File: src/rtl/cellrow_pkg.sv
`timescale 1ns/1ps
package cellrow_pkg;
  parameter int MA_W = 14;
  parameter int RA_W = 5;

  localparam int IDX_HTOTAL = 0;
  localparam int IDX_HDISP  = 1;
  localparam int IDX_VDISP  = 6;
  localparam int IDX_MAXRAS = 9;
  localparam int IDX_STARTH = 12;
  localparam int IDX_STARTL = 13;

  typedef struct packed {
    logic [7:0]      htotal;
    logic [7:0]      hdisp;
    logic [7:0]      vdisp;
    logic [RA_W-1:0] maxras;
    logic [MA_W-1:0] start;
  } geom_t;
endpackage

File: src/rtl/cellrow_regfile.sv
`timescale 1ns/1ps
module cellrow_regfile
  import cellrow_pkg::*;
#(
  parameter int         NUM_REGS  = 18,
  parameter int         IDX_W     = 5,
  parameter logic [3:0] PORT_HIGH = 4'h7
) (
  input  logic             clk_i,
  input  logic             rst_ni,
  input  logic [7:0]       cpu_port_i,
  input  logic             cpu_we_i,
  input  logic [7:0]       cpu_wdata_i,
  output logic [7:0]       cpu_rdata_o,
  output logic [IDX_W-1:0] idx_o,
  output geom_t            geom_o
);
  localparam logic [IDX_W:0] NUM_L = NUM_REGS[IDX_W:0];

  logic [7:0]       regs_q [NUM_REGS];
  logic [IDX_W-1:0] idx_q;
  logic             in_win, is_data, idx_ok;

  assign in_win  = (cpu_port_i[7:4] == PORT_HIGH);
  assign is_data = in_win & cpu_port_i[0];
  assign idx_ok  = ({1'b0, idx_q} < NUM_L);

  always_ff @(posedge clk_i or negedge rst_ni) begin
    if (!rst_ni) begin
      idx_q <= '0;
      for (int i = 0; i < NUM_REGS; i++) regs_q[i] <= '0;
    end else if (cpu_we_i && in_win) begin
      if (!cpu_port_i[0]) idx_q <= cpu_wdata_i[IDX_W-1:0];
      else if (idx_ok)    regs_q[idx_q] <= cpu_wdata_i;
    end
  end

  assign cpu_rdata_o = (is_data && idx_ok) ? regs_q[idx_q] : 8'h00;
  assign idx_o       = idx_q;

  always_comb begin
    geom_o.htotal = regs_q[IDX_HTOTAL];
    geom_o.hdisp  = regs_q[IDX_HDISP];
    geom_o.vdisp  = regs_q[IDX_VDISP];
    geom_o.maxras = regs_q[IDX_MAXRAS][RA_W-1:0];
    geom_o.start  = {regs_q[IDX_STARTH][MA_W-9:0], regs_q[IDX_STARTL]};
  end
endmodule

File: src/rtl/cellrow_scan.sv
`timescale 1ns/1ps
module cellrow_scan
  import cellrow_pkg::*;
#(
  parameter int COL_W = 8,
  parameter int ROW_W = 8
) (
  input  logic             clk_i,
  input  logic             rst_ni,
  input  logic             char_en_i,
  input  logic             frame_start_i,
  input  geom_t            geom_i,
  output logic [MA_W-1:0]  ma_o,
  output logic [RA_W-1:0]  ra_o,
  output logic [COL_W-1:0] col_o,
  output logic             de_o
);
  logic [COL_W-1:0] col_q;
  logic [ROW_W-1:0] row_q;
  logic [RA_W-1:0]  ra_q;
  logic [MA_W-1:0]  ma_q, base_q, next_base;
  logic             line_end, last_ras;

  assign line_end  = (col_q == geom_i.htotal);
  assign last_ras  = (ra_q == geom_i.maxras);
  assign next_base = base_q + {{(MA_W-8){1'b0}}, geom_i.hdisp};
  assign de_o      = (col_q < geom_i.hdisp) && (row_q < geom_i.vdisp);

  always_ff @(posedge clk_i or negedge rst_ni) begin
    if (!rst_ni) begin
      col_q  <= '0;
      row_q  <= '0;
      ra_q   <= '0;
      ma_q   <= '0;
      base_q <= '0;
    end else if (frame_start_i) begin
      col_q  <= '0;
      row_q  <= '0;
      ra_q   <= '0;
      ma_q   <= geom_i.start;
      base_q <= geom_i.start;
    end else if (char_en_i) begin
      if (line_end) begin
        col_q <= '0;
        if (last_ras) begin
          ra_q   <= '0;
          base_q <= next_base;
          ma_q   <= next_base;
          if (row_q != '1) row_q <= row_q + 1'b1;
        end else begin
          ra_q <= ra_q + 1'b1;
          ma_q <= base_q;
        end
      end else begin
        col_q <= col_q + 1'b1;
        if (de_o) ma_q <= ma_q + 1'b1;
      end
    end
  end

  assign ma_o  = ma_q;
  assign ra_o  = ra_q;
  assign col_o = col_q;
endmodule

File: src/rtl/cellrow_vaddr_map.sv
`timescale 1ns/1ps
module cellrow_vaddr_map #(
  parameter int VADDR_W   = 14,
  parameter int RA_ADDR_W = 2,
  parameter int LO_W      = 6,
  localparam int MAU_W    = VADDR_W - RA_ADDR_W
) (
  input  logic [MAU_W-1:0]     ma_i,
  input  logic [RA_ADDR_W-1:0] ra_i,
  output logic [VADDR_W-1:0]   vaddr_o
);
  // raster bits sit between the low and high halves of ma
  assign vaddr_o = {ma_i[MAU_W-1:LO_W], ra_i, ma_i[LO_W-1:0]};
endmodule

File: src/rtl/cellrow_crtc.sv
`timescale 1ns/1ps
module cellrow_crtc
  import cellrow_pkg::*;
#(
  parameter int NUM_REGS  = 18,
  parameter int IDX_W     = 5,
  parameter int VADDR_W   = 14,
  parameter int RA_ADDR_W = 2,
  parameter int LO_W      = 6,
  parameter int COL_W     = 8,
  parameter int ROW_W     = 8,
  localparam int MAU_W    = VADDR_W - RA_ADDR_W
) (
  input  logic               clk_i,
  input  logic               rst_ni,
  input  logic [7:0]         cpu_port_i,
  input  logic               cpu_we_i,
  input  logic [7:0]         cpu_wdata_i,
  output logic [7:0]         cpu_rdata_o,
  input  logic               char_en_i,
  input  logic               frame_start_i,
  output logic [VADDR_W-1:0] vaddr_o,
  output logic [RA_W-1:0]    ra_o,
  output logic               de_o
);
  geom_t            geom;
  logic [IDX_W-1:0] reg_idx;
  logic [MA_W-1:0]  scan_ma;
  logic [COL_W-1:0] scan_col;

  cellrow_regfile #(.NUM_REGS(NUM_REGS), .IDX_W(IDX_W)) u_regs (
    .clk_i, .rst_ni, .cpu_port_i, .cpu_we_i, .cpu_wdata_i, .cpu_rdata_o,
    .idx_o(reg_idx), .geom_o(geom)
  );

  cellrow_scan #(.COL_W(COL_W), .ROW_W(ROW_W)) u_scan (
    .clk_i, .rst_ni, .char_en_i, .frame_start_i, .geom_i(geom),
    .ma_o(scan_ma), .ra_o, .col_o(scan_col), .de_o
  );

  cellrow_vaddr_map #(.VADDR_W(VADDR_W), .RA_ADDR_W(RA_ADDR_W), .LO_W(LO_W)) u_map (
    .ma_i(scan_ma[MAU_W-1:0]), .ra_i(ra_o[RA_ADDR_W-1:0]), .vaddr_o
  );
endmodule

File: config.mk
export PLATFORM = sky130hd
export DESIGN_NAME = cellrow_crtc
export DESIGN_NICKNAME = d
export VERILOG_FILES = /design/src/rtl/cellrow_pkg.sv /design/src/rtl/cellrow_regfile.sv /design/src/rtl/cellrow_scan.sv /design/src/rtl/cellrow_vaddr_map.sv /design/src/rtl/cellrow_crtc.sv
export SDC_FILE = /design/constraint.sdc
export NUM_CORES = 1
export LEC_CHECK = 0
export CAP_MARGIN = 15
export CORE_MARGIN = 10
export CORE_UTILIZATION = 40
export DETAILED_ROUTE_END_ITERATION = 10
export PLACE_DENSITY = 0.57
export REMOVE_ABC_BUFFERS = 1
export SKIP_LAST_GASP = 1
export SLEW_MARGIN = 20
export SYNTH_ARGS = -nofsm -noshare
export SYNTH_HDL_FRONTEND = slang
export SYNTH_SLANG_ARGS = --single-unit
File: constraint.sdc
create_clock -name clk_i -period 2.8 [get_ports clk_i]
set_input_delay 0.42 -clock clk_i [delete_from_list [all_inputs] [get_ports clk_i]]
set_output_delay 0.42 -clock clk_i [all_outputs]
set_load 0.02 [all_outputs]
==> flow_metrics.env <==
export IMPL_cts_sinks=194
export IMPL_violations="negative hold slack, negative setup slack"
export IMPL_htreeDepth=4
export IMPL_yosysMostFrequentCell="dfrtp_1"
export IMPL_top_layer_used="met4"
export IMPL_clock_root_buffer="clkbuf_16"
export IMPL_slew_headroom_pct=32.6
export IMPL_antenna_cells=0
export IMPL_crit_path_cell_trace="buf_12, buf_6, mux4_2, mux2_4, a22oi_2, nor2_1, a211oi_2, nor2_1, buf_4"
export IMPL_wire_per_inst_um=21.3
export IMPL_firstDrtPassIters=5
export IMPL_antenna_found_initial=0
export IMPL_drc=0
export IMPL_yosysWarnings=0
export IMPL_path_delay_family="multiplexers"
export IMPL_grtUsageTotal_pct=17.4
export IMPL_ys_flop_type="dfrtp_1"
export IMPL_cellPowerDensity_mw_per_mm2=592
export IMPL_synth_edff_count=0
export IMPL_worstMarginPinSlew_ns=1.01
export IMPL_rsz0062_at_grt="yes"
export IMPL_grt_pass1_wl_mm=45.3
export IMPL_cts_tree="yes"
export IMPL_drv_slew=0
export IMPL_ys_seq_elements=194
export IMPL_yosysTopAreaCellShare_pct=46.8
export IMPL_die_w_um=181
export IMPL_fin_ws_ns=-0.129
export IMPL_cp_arrival_ns=2.51
export IMPL_num_rows=58
export IMPL_grt_max_degree=77
export IMPL_syn_inst=871
export IMPL_max_freq_mhz=341
export IMPL_met3_length_um=985
export IMPL_die_h_um=181
export IMPL_grt_pass1_vias=7595
export IMPL_cts_made_buffers=17
export IMPL_via_per_inst=5.58
export IMPL_fin_nets=1041
export IMPL_io_pins=49
export IMPL_end_kind="output port"
export IMPL_place_congestion=0.860
export IMPL_status="complete, but fails checks"
export IMPL_seq_area_frac_synth_pct=46.8
export IMPL_setup_viol=8
export IMPL_ys_types=62
export IMPL_crit_required_ns=2.38
export IMPL_setup_tns_ns=-0.776
export IMPL_synthToLayoutAreaGrowth_pct=22.3
export IMPL_fin_crit_ns=2.93
export IMPL_drt_met1_wl_mm=13.6
export IMPL_critPathLaunchType="flip-flop"
export IMPL_hold_violations=12
export IMPL_num_vias=7457
export IMPL_setup_worst_path_class="flip-flop to output port"
export IMPL_finalCritPeriodShare_pct=105
export IMPL_start_util_pct=41.0
export IMPL_cpPeakStageDelay_ns=0.50
export IMPL_fillers=2223
export IMPL_skew_ns=0.0133
export IMPL_yosysTopAreaCell="dfrtp_1"
export IMPL_cp_max_fo=7
export IMPL_clkTransAtPathRegs_ns=0.09
export IMPL_holdCritPathClass="primary input to asynchronous set/reset pin"
export IMPL_core_area_sq_mm=0.0253
export IMPL_overflow=0
export IMPL_synth_commonest_cells="194 x dfrtp_1, 154 x mux2_2, 49 x nor2_1"
export IMPL_critical_path_most_common_cell="nor2_1"
export IMPL_leakage_nw=5.89
export IMPL_holdWs_ns=-0.0106
export IMPL_path_buf_inv=3
export IMPL_synthTopCellsByArea="dfrtp_1 47%, mux2_2 17%, mux4_2 6.9%"
export IMPL_synthArstFlopShare_pct=100
export IMPL_clock_path_buffers=2
export IMPL_drv_cap=0
export IMPL_drtIter0Drc=634
export IMPL_clock_latency_ns=0.45
export IMPL_vdd_drop_max_mv=0.297
export IMPL_dp_final_hpwl_mm=20.5
export IMPL_drive_gt1_share_pct=37.3
export IMPL_critPathSlowestCell="dfrtp_4"
export IMPL_dieArea_sq_mm=0.0328
export IMPL_met2_length_mm=13.6
export IMPL_ant_nets=0
export IMPL_drt_wl_total_mm=28.4
export IMPL_netlist_area_sq_mm=0.0104
export IMPL_syn_area_per_cell_sq_um=11.9
export IMPL_io_buffers=45
[timing repair]
action	CTS	global route
endpoints found under the setup margin	9	9
hold buffers	0	0
pin swaps	13	14
buffers inserted	7	8
resized for setup	68	15
[sequential cells by signal (all words and copies together), names as in the netlist]
signal         count
u_scan.row_q       8
u_regs.geom_o     43
u_scan.base_q     12
u_scan.ma_o       12
u_scan.ra_o        5
u_regs.regs_q    101
u_scan.col_o       8
u_regs.idx_o       5
[per-layer routing]
| layer | up-vias | global-route usage [%] |
|---|---|---|
| li1 | 3483 | - |
| met1 | 3815 | 24.9 |
| met2 | 135 | 27.7 |
| met3 | 24 | 2.02 |
| met4 | 0 | 3.90 |
| met5 | - | 0 |
[report_power, final]
group          internal (mW)  switching (mW)
Sequential              2.95           0.163
Combinational          0.857           0.960
Clock                   1.25            1.34
Total                   5.05            2.46
[per-stage QoR]
step | instances | worst slack, ns | cell area, sq um | total power [mW] | util, %
floorplan | 823 | -0.372 | 10200 | 4.04 | -
global route | 1336 | -0.222 | 12700 | 7.85 | 50.1
detailed placement | 1291 | -0.338 | 11800 | 4.84 | 46.7
CTS | 1330 | -0.118 | 12600 | 7.51 | 49.8
finish | 1336 | -0.129 | 12700 | 7.51 | 50.1
global placement | 1291 | -0.320 | 11800 | 4.83 | 46.7
[cells in the final DEF (no fill, tap or decap), drive strengths merged, types with 8 or more instances in the layout]
| cell | n |
|---|---|
| nand3 | 26 |
| xnor2 | 13 |
| a211oi | 12 |
| dfrtp | 194 |
| inv | 30 |
| xor2 | 19 |
| nand2 | 44 |
| and3 | 9 |
| a22o | 8 |
| o21ai | 34 |
| clkinv | 9 |
| mux4 | 32 |
| nor3 | 11 |
| nand2b | 8 |
| buf | 115 |
| clkdlybuf4s50 | 35 |
| mux2 | 154 |
| clkbuf | 18 |
| a21oi | 25 |
| ha | 26 |
| a22oi | 9 |
| mux2i | 11 |
| nor2 | 63 |
| o211ai | 12 |
[cells by family (layout without fill, tap and decap cells)]
group | count (synthesis) | after routing | synth area share, %
muxes | 197 | 197 | 24.7
buffers and inverters | 73 | 208 | 2.85
adders and majority gates | 27 | 27 | 3.33
xor gates and xnor gates | 32 | 32 | 2.70
DFF | 194 | 194 | 46.8
AOI/OAI and AO/OA | 148 | 148 | 9.82
and+or+nand+nor | 200 | 200 | 9.80
[worst paths after layout]
path / startpoint / endpoint / slack, ns / depth (start not counted)
setup / recovery: u_regs.idx_o[1] / cpu_rdata_o[3] / -0.13 / 9
hold / removal: rst_ni / u_regs.regs_q[86] / -0.01 / 1
setup reg to reg: u_scan.col_o[5] / u_scan.row_q[5] / 0.17 / 8
hold reg to reg: u_regs.regs_q[26] / u_regs.regs_q[26] / 0.51 / 1
max in group asynchronous: rst_ni / u_regs.geom_o[11] / 2.02 / 2
min in group clk_i: u_regs.regs_q[26] / u_regs.regs_q[26] / 0.51 / 1
[area by class of cell]
type                            instances  area (sq um)  area share (%)
Inverter                               25          93.8           0.739
Timing Repair Buffer                  151          1350            10.6
Multi-Input combinational cell        604          5340            42.0
Clock inverter                         15           220            1.73
Sequential cell                       194          4860            38.3
Tap cell                              330           413            3.25
Clock buffer                           17           425            3.35
(Power assumes the default switching activity.)
